$ cat src/rtl/be_lsu_pkg.sv
package be_lsu_pkg;
  typedef enum logic {
    CMD_LOAD  = 1'b0,
    CMD_STORE = 1'b1
  } lsu_cmd_e;

  typedef struct packed {
    logic ld;
    logic err;
  } rsp_flags_t;
endpackage

$ cat src/rtl/be_lsu_agen.sv
module be_lsu_agen #(
  parameter int unsigned ADDR_W = 32,
  parameter int unsigned OFF_W  = 16,
  parameter int unsigned LANES  = 4
) (
  input  logic [ADDR_W-1:0] base_i,
  input  logic [OFF_W-1:0]  offset_i,
  output logic [ADDR_W-1:0] ea_o,
  output logic              aligned_o
);
  localparam int unsigned ALIGN_W = $clog2(LANES);

  logic [ADDR_W-1:0] off_ext;

  assign off_ext   = {{(ADDR_W-OFF_W){offset_i[OFF_W-1]}}, offset_i};
  assign ea_o      = base_i + off_ext;  // wraps modulo 2^ADDR_W
  assign aligned_o = (ea_o[ALIGN_W-1:0] == '0);
endmodule

$ cat src/rtl/be_lsu_store_lanes.sv
module be_lsu_store_lanes #(
  parameter int unsigned DATA_W = 32
) (
  input  logic [DATA_W-1:0] word_i,
  output logic [DATA_W-1:0] lanes_o
);
  localparam int unsigned LANES = DATA_W / 8;

  // lane k (lowest address first) takes the k-th byte counted from the MSB
  for (genvar k = 0; k < LANES; k++) begin : g_lane
    assign lanes_o[8*k +: 8] = word_i[DATA_W-1-8*k -: 8];
  end
endmodule

$ cat src/rtl/be_lsu_load_merge.sv
module be_lsu_load_merge #(
  parameter int unsigned DATA_W = 32
) (
  input  logic              en_i,
  input  logic [DATA_W-1:0] lanes_i,
  output logic [DATA_W-1:0] word_o
);
  localparam int unsigned LANES = DATA_W / 8;

  for (genvar k = 0; k < LANES; k++) begin : g_lane
    assign word_o[DATA_W-1-8*k -: 8] = en_i ? lanes_i[8*k +: 8] : 8'h00;
  end
endmodule

$ cat src/rtl/be_lsu.sv
module be_lsu #(
  parameter int unsigned ADDR_W = 32,
  parameter int unsigned DATA_W = 32,
  parameter int unsigned OFF_W  = 16,
  localparam int unsigned LANES   = DATA_W / 8,
  localparam int unsigned ALIGN_W = $clog2(LANES),
  localparam int unsigned IDX_W   = ADDR_W - ALIGN_W
) (
  input  logic              clk_i,
  input  logic              rst_ni,
  input  logic              req_valid_i,
  input  logic              req_store_i,
  input  logic [ADDR_W-1:0] base_i,
  input  logic [OFF_W-1:0]  offset_i,
  input  logic [DATA_W-1:0] wdata_i,
  output logic [IDX_W-1:0]  mem_idx_o,
  output logic              mem_rd_o,
  output logic [LANES-1:0]  mem_we_o,
  output logic [DATA_W-1:0] mem_wdata_o,
  input  logic [DATA_W-1:0] mem_rdata_i,
  output logic              load_valid_o,
  output logic [DATA_W-1:0] load_data_o,
  output logic              err_o
);
  import be_lsu_pkg::*;

  logic [ADDR_W-1:0] ea;
  logic              aligned;
  lsu_cmd_e          cmd;
  logic              go;
  rsp_flags_t        rsp_d, rsp_q;

  be_lsu_agen #(.ADDR_W(ADDR_W), .OFF_W(OFF_W), .LANES(LANES)) u_agen (
    .base_i    (base_i),
    .offset_i  (offset_i),
    .ea_o      (ea),
    .aligned_o (aligned)
  );

  assign cmd = lsu_cmd_e'(req_store_i);
  assign go  = req_valid_i && aligned;

  assign mem_idx_o = ea[ADDR_W-1:ALIGN_W];
  assign mem_rd_o  = go && (cmd == CMD_LOAD);
  assign mem_we_o  = {LANES{go && (cmd == CMD_STORE)}};

  be_lsu_store_lanes #(.DATA_W(DATA_W)) u_st (
    .word_i  (wdata_i),
    .lanes_o (mem_wdata_o)
  );

  assign rsp_d.ld  = mem_rd_o;
  assign rsp_d.err = req_valid_i && !aligned;

  always_ff @(posedge clk_i or negedge rst_ni) begin
    if (!rst_ni) rsp_q <= '0;
    else         rsp_q <= rsp_d;
  end

  be_lsu_load_merge #(.DATA_W(DATA_W)) u_ld (
    .en_i    (rsp_q.ld),
    .lanes_i (mem_rdata_i),
    .word_o  (load_data_o)
  );

  assign load_valid_o = rsp_q.ld;
  assign err_o        = rsp_q.err;
endmodule

$ cat config.mk
export PLATFORM = sky130hd
export DESIGN_NAME = be_lsu
export DESIGN_NICKNAME = d
export VERILOG_FILES = /design/src/rtl/be_lsu_pkg.sv /design/src/rtl/be_lsu_agen.sv /design/src/rtl/be_lsu_store_lanes.sv /design/src/rtl/be_lsu_load_merge.sv /design/src/rtl/be_lsu.sv
export SDC_FILE = /design/constraint.sdc
export NUM_CORES = 1
export LEC_CHECK = 0
export ABC_CLOCK_PERIOD_IN_PS = 3500
export BUFFER_PORTS_ARGS = -buffer_cell sky130_fd_sc_hd__buf_2
export CAP_MARGIN = 40
export CORE_AREA = 2 2 85 87
export DETAILED_ROUTE_END_ITERATION = 7
export DIE_AREA = 0 0 87 89
export GPL_ROUTABILITY_DRIVEN = 0
export PLACE_DENSITY = 0.74
export SLEW_MARGIN = 10
export SYNTH_ARGS = -nofsm -noshare
export SYNTH_HDL_FRONTEND = slang
export SYNTH_SLANG_ARGS = --single-unit
$ cat constraint.sdc
create_clock -name clk_i -period 3.5 [get_ports clk_i]
set_input_delay 0.35 -clock clk_i [delete_from_list [all_inputs] [get_ports clk_i]]
set_output_delay 0.35 -clock clk_i [all_outputs]
set_load 0.1 [all_outputs]
# Word level (Yosys, flattened, before mapping)
# Index checks and enable logic that the tools add are counted.
dict set report op_classes {
  mul 0
  shift 0
  addsub 1
  n_eq_ne 0
  bitwise_logic 1
  magnitude_cmp 0
  div_mod_pow 0
  n_mux 4
  reduce_logical 6
}
# cell count
set ops {}
lappend ops {{$add 32x32->32} 1}
lappend ops {{$mux 8} 4}
lappend ops {{$logic_and 1x1->1} 4}
lappend ops {{$logic_not 2->1} 1}
lappend ops {{$logic_not 1->1} 1}
lappend ops {{$not 1->1} 1}
dict set report word_totals {
  ram_bits 0
  in_bits 116
  word_cells 14
  out_inout_bits 101
  register_bits 2
  romBits 0
  latch_bits 0
  memories 0
}

# Logic depth before layout (Yosys ltp)
# Gate-level depths: netlist (run 1).
dict set report depth {
  ltp_word 4
  ltp_mapped 9
}

# Hierarchy
# A second synthesis (run 1) with hierarchy kept.
dict set report hier_totals {
  cells_unflattened 309
  area_unflattened_um2 2327.2
}
# mod instances cells_each area_each_um2
set modules_own_cells {}
lappend modules_own_cells {be_lsu_agen 1 234 1732.9}
lappend modules_own_cells {be_lsu_load_merge 1 35 255.2}
lappend modules_own_cells {be_lsu_store_lanes 1 32 240.2}
lappend modules_own_cells {be_lsu 1 8 98.8}

# Worst setup path before layout (run 1)
# Ideal clock, no wire load.
dict set report synth_timing {
  kind {in2out}
  startpoint {input port base_i[17]}
  endpoint {output port mem_idx_o[25]}
  arrival_time_ns 3.890
  stages 8
  required_time_ns 3.150
  slack_ns -0.740
  path_cell_list {ha_1 -> nand2_1 -> o21ai_0 -> nor3_1 -> o311ai_0 -> a41o_1 -> nor4_1 -> a211oi_1}
}
dict set report synth_between {
  elab_chain_len 1
}
# item line_no
set synth_lines {}
lappend synth_lines {{start: declaration} be_lsu.sv:13} ;# input logic [ADDR_W-1:0] base_i,
lappend synth_lines {{$add 32x32->32} be_lsu_agen.sv:16} ;# assign ea_o = base_i + off_ext;
lappend synth_lines {{end: declaration} be_lsu.sv:16} ;# output logic [IDX_W-1:0] mem_idx_o,
# Every way passes these cells.

# Final worst setup path (run 1)
dict set report layout_timing {
  startpoint {input port offset_i[15]}
  endpoint {output port mem_idx_o[29]}
}
dict set report layout_between {
  elab_chain_len 1
}
# item line_no
set layout_lines {}
lappend layout_lines {{start: declaration} be_lsu.sv:14} ;# input logic [OFF_W-1:0] offset_i,
lappend layout_lines {{$add 32x32->32} be_lsu_agen.sv:16}
# Every way passes these cells.

==> impl_metrics.ini, run 1 <==
[status]
status = complete, no violations

[power]
power.internal_w = 0.000403
pwr-share-seq = 0.020
power_density_mw_per_mm2 = 461
p_sw_frac = 0.708
comb_power_share = 0.914
p_leak_nw = 1.68
ir_worst_vdd_mv = 0.284
p_sw_w = 0.000975
finalPower_w = 0.00138
clock_power_share = 0.066

[clock_network]
cts_max_path_buffers = 2
clk_pin_slew_ps = 30
cts.sink_count = 2
cts_tree = done
htreeDepth = 1
numCtsBuffers = 3
clock-root-buffer = clkbuf_8
cts_setup_buffers = 0

[global_route]
overflow = 0
grt_start_max_net_pins = 34
antenna_found_initial = 1
grt_pass1_wl_um = 12600
grt_usage = 0.212
grt_pass1_vias = 2521

[floorplan]
dieArea_mm2 = 0.00774
core-area_mm2 = 0.00672
ios = 217
dieHeight_um = 89
initial_core_util = 0.329
fp.dieW_um = 87
rows = 30

[logic_synthesis]
synth_area_mm2 = 0.00221
synth_top_family_by_area = compound AO/OA/AOI/OAI gates
synth-seq-cells = 2
synth_edf_count = 0
synthArstFlopShare = 1.00
synth-xor-area-share = 0.115
synth_compound_area_frac = 0.284
seq_area_frac_synth = 0.0227
synthSimpleGateAreaFrac = 0.255
yosysWarningCount = 0
netlist_instances = 306
avgSynthCellArea_um2 = 7.22
synthMuxAreaShare = 0
syn_nets = 454
ys_types = 48
ys.flop_type = dfrtp_1
yosys.area_share.adder = 0.185

[routing]
drtIter0Drc = 111
routedWlPerCell_um = 17.2
via_count = 2667
ant_nets = 0
via_per_inst = 5.31
drc = 0
first_pass_iters = 4
wl_um = 8610

[timing]
slew_headroom = 0.591
finalMaxSlewViolations = 0
worstMarginPinSlew_ps = 614
finalCritPeriodShare = 0.923
max_freq_mhz = 310
setup_tns_ps = 0
setup_viol = 0
finalCriticalPeriod_ps = 3230
hold_viol = 0
rsz0062_at_grt = no

[critical_path]
cp-end-kind = primary output
worst-setup-path-type = in -> out
cp_max_fo = 17
worstSetupEndpoint = mem_idx_o[29]
startpoint = offset_i[15]
required_ps = 3150
arrival_ps = 2880
critPathLaunchType = primary input

[place]
hpwlAfterDp_um = 7520
portBuffers = 152

[layout]
drive_gt1_frac = 0.418
syn_to_final_growth_pct = 35.4
final_common_cell = buf_2
nets = 571
fin_util = 0.445
mostFrequentLayoutCells = buf_2, and2_1, ha_1

[run]
maxCapViolations = 0

[min_path]
hold_path_startpoint = req_store_i
holdCritPathClass = in -> reg
## worst min-delay path by stage
| stage | cells past startpoint | slack, ps | to |
|---|---|---|---|
| 2_1_floorplan | 0 | 50 | err_o$_DFF_PN0_ |
| 3_3_place_gp | 1 | 140 | err_o$_DFF_PN0_ |
| 3_5_place_dp | 1 | 140 | load_valid_o$_DFF_PN0_ |
| 4_1_cts | 2 | 310 | load_valid_o$_DFF_PN0_ |
| 5_1_grt | 2 | 320 | load_valid_o$_DFF_PN0_ |
| 6_report | 2 | 320 | load_valid_o$_DFF_PN0_ |
## final cells by class
class	instances	area [um2]
antenna	1	2.50
clock buffer	3	41.3
fill	681	3730
inverter	5	18.8
multi-input combinational	258	1920
sequential	2	50.0
tap	80	100
timing repair buffer	153	861
## cell families (layout without fill, tap and decap cells)
kind of cell    count (synthesis)  in the layout
fa+ha+maj                      32             32
buf+inv                        46            161
simple gates                  104            104
xor+xnor                       29             29
compound gates                 93             93
flops                           2              2
other cells                     0              1
## cells in the mapped netlist, drive strengths merged, types with 3 or more instances
master,count,area (um2)
o21bai,4,30.0
and3,8,55.1
a31oi,4,25.0
a21o,13,97.6
nand2,23,86.3
xor2,8,70.1
o21ai,18,90.1
o211a,3,30.0
clkbuf,4,15.0
nand3,3,15.0
and2,38,238
ha,31,388
inv,5,18.8
nor2,15,56.3
a211oi,4,35.0
buf,37,273
a21oi,31,166
xnor2,21,184
nor3,7,40.0
## sequential cells by signal (all words and copies together) (netlist names)
name,cells
load_valid_o,1
err_o,1
## power groups by stage
stage,sequential [W],clock (W),combinational (W)
global route,0.0000290,0.0000981,0.00131
CTS,0.0000283,0.0000938,0.00126
detailed placement,0.0000286,0,0.00125
global placement,0.0000282,0,0.00125
floorplan,0.0000387,0,0.00116
finish,0.0000282,0.0000906,0.00126
## what timing repair did
action / in CTS / in global routing
resized for setup: 0 / 0
hold buffers: 1 / 0
endpoints found under the hold margin: 2 / 0
## worst max-delay path: stages
cell and delay (ps):
buf_2 310, ha_1 360, a21oi_1 180, o21ai_0 130
nor3_1 160, o311ai_0 130, a41o_1 330, a221oi_2 340
xnor2_2 150, buf_2 430
## per-stage QoR
stage / instance area, um2 / hold WS, ps / setup WS (ps) / std cells
after global placement: 2940 / 135 / 337 / 497
after detailed placement: 2940 / 138 / 270 / 497
after CTS: 2990 / 307 / 266 / 501
final: 2990 / 315 / 270 / 502
after floorplan: 2270 / 54.4 / -72.1 / 306
after global routing: 2990 / 316 / 79.5 / 502
## per-layer routing
layer	wire, um	track usage	up-vias
met5	64	0.0584	-
met4	74	0.0327	2
met3	957	0.0813	10
met2	3990	0.371	164
met1	3520	0.248	1189
li1	-	-	1302
Note: power is estimated with default switching activity, not from simulation.
==> run 2: changes to the inputs <==
Settings changed: CORE_AREA 2 2 85 87 to 2 2 84 86, DIE_AREA 0 0 87 89 to 0 0 86 88, MAX_ROUTING_LAYER set to met4, PLACE_DENSITY 0.74 to 0.77, SYNTH_HIERARCHICAL set to 1.
==> run 2 against run 1 <==
Effect of this change:
- count of clock-buffer cells in the layout stayed put
- critical path depth stayed put
- sequential share of layout area is 0.056 points lower
- final area up 3.5%
- total power is 0.36% lower
- die area decreased by 2.3%
- highest routed layer is now met4
- worst hold slack better by 84 ps
- the run now ends with design-rule violations left
- sequential power hardly changed
- global-route usage is 0.94 points lower
- non-clock buffer count increased by 1
- sequential cell count stayed put
==> impl_metrics.ini, run 2 <==
[place]
dpl_cell_area_mm2 = 0.00303
portBuffers = 152
hpwlAfterDp_um = 6910
post-place-ws_ps = 224

[status]
status = finished with violations
violations = design-rule violations

[logic_synthesis]
avgSynthCellArea_um2 = 7.53
ys.flop_type = dfrtp_1
synth-xor-area-share = 0.105
yosys-top-cells-area = ha_1, buf_4, and2_2, a21o_1, xnor2_1
synth-seq-cells = 2
synth_edf_count = 0
synthMuxAreaShare = 0.00860
syn_nets = 457
yosys-top-cells-count = buf_4, and2_2, ha_1, a21oi_1, a21o_1
yosys.area_share.adder = 0.175
yosys.cell_count.top_type = buf_4
netlist_instances = 309
synthSimpleGateAreaFrac = 0.252
synth_area_mm2 = 0.00233
synth_compound_area_frac = 0.295
seq_area_frac_synth = 0.0215
synth_top_family_by_area = compound AO/OA/AOI/OAI gates
ys_types = 60
synthArstFlopShare = 1.00
synth_top_area_share = 0.167
yosysWarningCount = 6
yosys.area.top_type = ha_1

[timing]
finalCriticalPeriod_ps = 3300
slew_headroom = 0.598
setup_tns_ps = 0
finalCritPeriodShare = 0.943
setup_viol = 0
worstMarginPinSlew_ps = 603
hold_viol = 0
hold-worst-slack_ps = 399
setup_slack_ps = 200
rsz0062_at_grt = no
max_freq_mhz = 303
finalMaxSlewViolations = 0

[power]
power_density_mw_per_mm2 = 444
ir_worst_vdd_mv = 0.343
p_leak_nw = 1.74

[clock_network]
cts_tree = done
htreeDepth = 1
clk_pin_slew_ps = 30
cts.sink_count = 2
cts_max_path_buffers = 2
cts_setup_buffers = 0
numCtsBuffers = 3
clock-root-buffer = clkbuf_8

[routing]
drc = 1
wl_um = 7920
via_per_inst = 5.43
drtIter0Drc = 64
first_pass_iters = 6
routedWlPerCell_um = 15.7
ant_nets = 0
via_count = 2737

[global_route]
antenna_found_initial = 4
overflow = 0
grt_pass1_wl_um = 12000
grt_pass1_vias = 2592
grt_usage = 0.203
grt_start_max_net_pins = 34

[layout]
drive_gt1_frac = 0.505
mostFrequentLayoutCells = buf_2, and2_2, ha_1
nets = 570
final_common_cell = buf_2
syn_to_final_growth_pct = 33.0
design_area_mm2 = 0.00309

[min_path]
holdCritPathClass = in -> reg

[floorplan]
fp.dieW_um = 86
rows = 30
dieHeight_um = 88
initial_core_util = 0.350
dieArea_mm2 = 0.00757
core-area_mm2 = 0.00664
ios = 217

[critical_path]
cp-end-kind = primary output
required_ps = 3150
critPathLaunchType = primary input
worst-setup-path-type = in -> out
cp_max_fo = 17
arrival_ps = 2950

[run]
maxCapViolations = 0
run 2: worst max-delay path: stages:
cell       delay [ps]
buf_2             310
ha_1              410
a21o_1            200
a21o_1            160
a21oi_1           160
nor2_1             70
a2111oi_1         470
o21ai_0           140
or3_1             370
buf_2             300
run 2: repair_timing:
| item | CTS | global route |
|---|---|---|
| hold endpoints to repair | 2 | 0 |
| gates resized for setup | 0 | 0 |
| hold buffers | 1 | 0 |
run 2: final timing paths:
kind                         startpoint                     end  slack [ps]  depth (start not counted)
max in group asynchronous        rst_ni         err_o$_DFF_PN0_        2940                          2
min in group asynchronous        rst_ni  load_valid_o$_DFF_PN0_         470                          2
hold / removal              req_valid_i         err_o$_DFF_PN0_         400                          2
setup / recovery           offset_i[15]           mem_idx_o[29]         200                         10
run 2: per-stage QoR:
stage,std cells,power [W],util
floorplan,309,0.00121,-
global placement,496,0.00127,0.456
detailed placement,496,0.00128,0.456
CTS,500,0.00138,0.464
global route,504,0.00143,0.466
finish,504,0.00137,0.466
run 2: cells by family (layout without fill, tap and decap cells):
logic type      Yosys count  after routing
simple gates             99             99
compound gates           95             95
buf+inv                  51            162
fa+ha+maj                32             32
xor+xnor                 28             28
mux                       2              2
flops                     2              2
other cells               0              4
run 2: cell type report:
| type | count | area, um2 |
|---|---|---|
| flip-flops and latches | 2 | 50.0 |
| repair buffers | 154 | 853 |
| well taps | 80 | 100 |
| fillers | 688 | 3550 |
| multi-input cells | 256 | 2020 |
| inverters | 5 | 18.8 |
| clock buffers | 3 | 41.3 |
| diodes | 4 | 10.0 |
run 2: metal layers:
| layer | global-route usage | part of all wire | up-vias |
|---|---|---|---|
| li1 | - | - | 1319 |
| met1 | 0.211 | 0.36 | 1204 |
| met2 | 0.346 | 0.48 | 202 |
| met3 | 0.0773 | 0.13 | 12 |
| met4 | 0.0823 | 0.018 | 0 |
| met5 | - | 0 | - |
run 2: power by group:
group	internal [W]	switching [W]	leakage, nW
registers	0.0000249	0.00000306	0.0260
clock network	0.0000726	0.0000172	0.0216
logic	0.000303	0.000952	1.69
==> run 3: changes to the inputs <==
Settings changed: ABC_AREA set to 1, BUFFER_PORTS_ARGS -buffer_cell sky130_fd_sc_hd__buf_2 to unset, CORE_AREA 2 2 84 86 to unset, CORE_MARGIN set to 2, CORE_UTILIZATION set to 40, DIE_AREA 0 0 86 88 to unset, DONT_BUFFER_PORTS set to 1, PLACE_DENSITY 0.77 to unset, SLEW_MARGIN 10 to unset.
==> run 3 against run 2 <==
Effect of this change:
- the flow now finishes without violations
- sequential power is 4% lower
- worst setup slack better by 750 ps
- total power is 4.3% lower
- synthesized cell count is 96% higher
- final area is 7.0% higher
- count of clock-buffer cells in the layout is 1 higher
- sequential share of layout area is 0.069 points lower
- global-route usage is 1.6 points higher
- area after synthesis is 29% higher
- critical path type unchanged
- critical endpoint is now mem_idx_o[26]
- largest cell class unchanged
==> impl_metrics.ini, run 3 <==
[global_route]
gr-usage-met3 = 0.0718
antenna_found_initial = 0
grt_pass1_vias = 3189
overflow = 0
use_met1 = 0.263
grt_start_max_net_pins = 34
grt-busiest-layer = met2
grt_pass1_wl_um = 14400
grt_usage = 0.218
grtUsageMet2 = 0.366

[routing]
via_per_inst = 4.71
drc = 0
drtIter0Drc = 142
wl_um = 8770
first_pass_iters = 4
routedWlPerCell_um = 12.4
via_count = 3324
ant_nets = 0

[clock_network]
cts_max_path_buffers = 2
clk_pin_slew_ps = 30
cts.sink_count = 2
clock-root-buffer = clkbuf_8
ctsResizeCount = 0
htreeDepth = 1
numCtsBuffers = 3
cts_tree = done

[critical_path]
crit_chain = ha_1, fa_1, nand3_1, nand3_2, nand2_1, nand2_2, nand2_1, nand2_2, nand2_1, nand3_1, nand2_1, buf_4
cp.buffers_inverters = 1
crit_top_cell = nand2_1
arrival_ps = 2200
cp-end-kind = primary output
required_ps = 3150
max_stage_delay_ps = 490
cp_slowest_cell = fa_1
worst-setup-path-type = in -> out
critPathLaunchType = primary input
cp_max_fo = 4
crit_family = simple AND/OR/NAND/NOR gates

[timing]
worstMarginPinSlew_ps = 858
rsz0062_at_grt = no
finalCriticalPeriod_ps = 2550
finalMaxSlewViolations = 0
setup_tns_ps = 0
hold_viol = 0
finalCritPeriodShare = 0.730
setup_viol = 0
max_freq_mhz = 391
slew_headroom = 0.427

[power]
ir_worst_vdd_mv = 0.260
finalPower_w = 0.00131
power_density_mw_per_mm2 = 396
p_leak_nw = 2.34

[logic_synthesis]
synthArstFlopShare = 1.00
yosys-top-cells-count = nand2_1, inv_1, nor2_1, buf_4, ha_1
netlist_instances = 605
yosysWarningCount = 6
synth-seq-cells = 2
synth_edf_count = 0
yosys.area.top_type = nand2_1
seq_area_frac_synth = 0.0167
ys_types = 23
yosys.cell_count.top_type = nand2_1
ys.flop_type = dfrtp_1
synth_top_area_share = 0.318
yosys-top-cells-area = nand2_1, inv_1, ha_1, buf_4, nor2_1
synth_area_mm2 = 0.00300
avgSynthCellArea_um2 = 4.96
syn_nets = 753

[floorplan]
fp.dieW_um = 90.6
initial_core_util = 0.413
dieHeight_um = 90.6
ios = 217
core-area_mm2 = 0.00725
dieArea_mm2 = 0.00820
rows = 31

[layout]
mostFrequentLayoutCells = nand2_1, inv_1, nor2_1
syn_to_final_growth_pct = 10.5
drive_gt1_frac = 0.137
antenna_cells = 0
nets = 756
final_common_cell = nand2_1
fill_cells = 818

[min_path]
hold_depth = 1
holdCritPathClass = in -> reg
min_to = load_valid_o$_DFF_PN0_
hold_path_startpoint = req_store_i

[run]
maxCapViolations = 0

[place]
hpwlAfterDp_um = 7940
portBuffers = 0

[status]
status = complete, no violations
run 3: worst max-delay path by stage:
stage / start / endpoint / slack [ps] / cells past startpoint
after floorplan: base_i[0] / mem_we_o[1] / 130 / 6
after global routing: base_i[0] / mem_idx_o[18] / 790 / 12
after CTS: base_i[0] / mem_idx_o[26] / 950 / 12
final: base_i[0] / mem_idx_o[26] / 950 / 12
after detailed placement: base_i[0] / mem_idx_o[18] / 960 / 12
after global placement: base_i[0] / mem_idx_o[26] / 1030 / 12
run 3: repair_timing:
| action | CTS | global route |
|---|---|---|
| endpoints found under the hold margin | 2 | 0 |
| endpoints found under the setup margin | 0 | 0 |
| buffers inserted | 0 | 0 |
| hold buffers | 1 | 0 |
run 3: cell families (layout without fill, tap and decap cells):
kind of cell             after synthesis  in the layout  synth area share
AND/OR/NAND/NOR                      348            348             0.477
buffers and inverters                184            186             0.282
adder cells (fa/ha/maj)               32             32             0.136
AO/OA/AOI/OAI                         23             23            0.0422
XOR/XNOR                              16             16            0.0467
flip-flops                             2              2            0.0167
run 3: final cells by class:
cell class,instances,area (um2),area share
Tap cell,99,124,0.0374
Clock buffer,4,45.0,0.0136
Timing Repair Buffer,36,318,0.0960
Sequential cell,2,51.3,0.0155
Multi-Input combinational cell,419,2230,0.672
Inverter,146,548,0.165
run 3: power breakdown:
part / total, W / internal, W / switching [W]
Clock: 0.0000967 / 0.0000773 / 0.0000194
Combinational: 0.00119 / 0.000256 / 0.000934
Sequential: 0.0000269 / 0.0000251 / 0.00000182
Total: 0.00131 / 0.000358 / 0.000955
run 3: per-layer routing:
metal,vias to the layer above,part of all wire
met3,12,0.098
met1,1422,0.43
li1,1725,-
met5,-,0
met4,0,0.011
met2,165,0.46
run 3: stage by stage:
| step | utilization | setup slack, ps | std cells | cell area (um2) | hold WS (ps) |
|---|---|---|---|---|---|
| 6_report | 0.457 | 946 | 706 | 3310 | 199 |
| 4_1_cts | 0.457 | 954 | 706 | 3310 | 200 |
| 3_5_place_dp | 0.449 | 963 | 701 | 3260 | 54.7 |
| 5_1_grt | 0.457 | 786 | 706 | 3310 | 200 |
| 2_1_floorplan | - | 125 | 605 | 3000 | 54.4 |
| 3_3_place_gp | 0.442 | 1030 | 699 | 3210 | 54.7 |
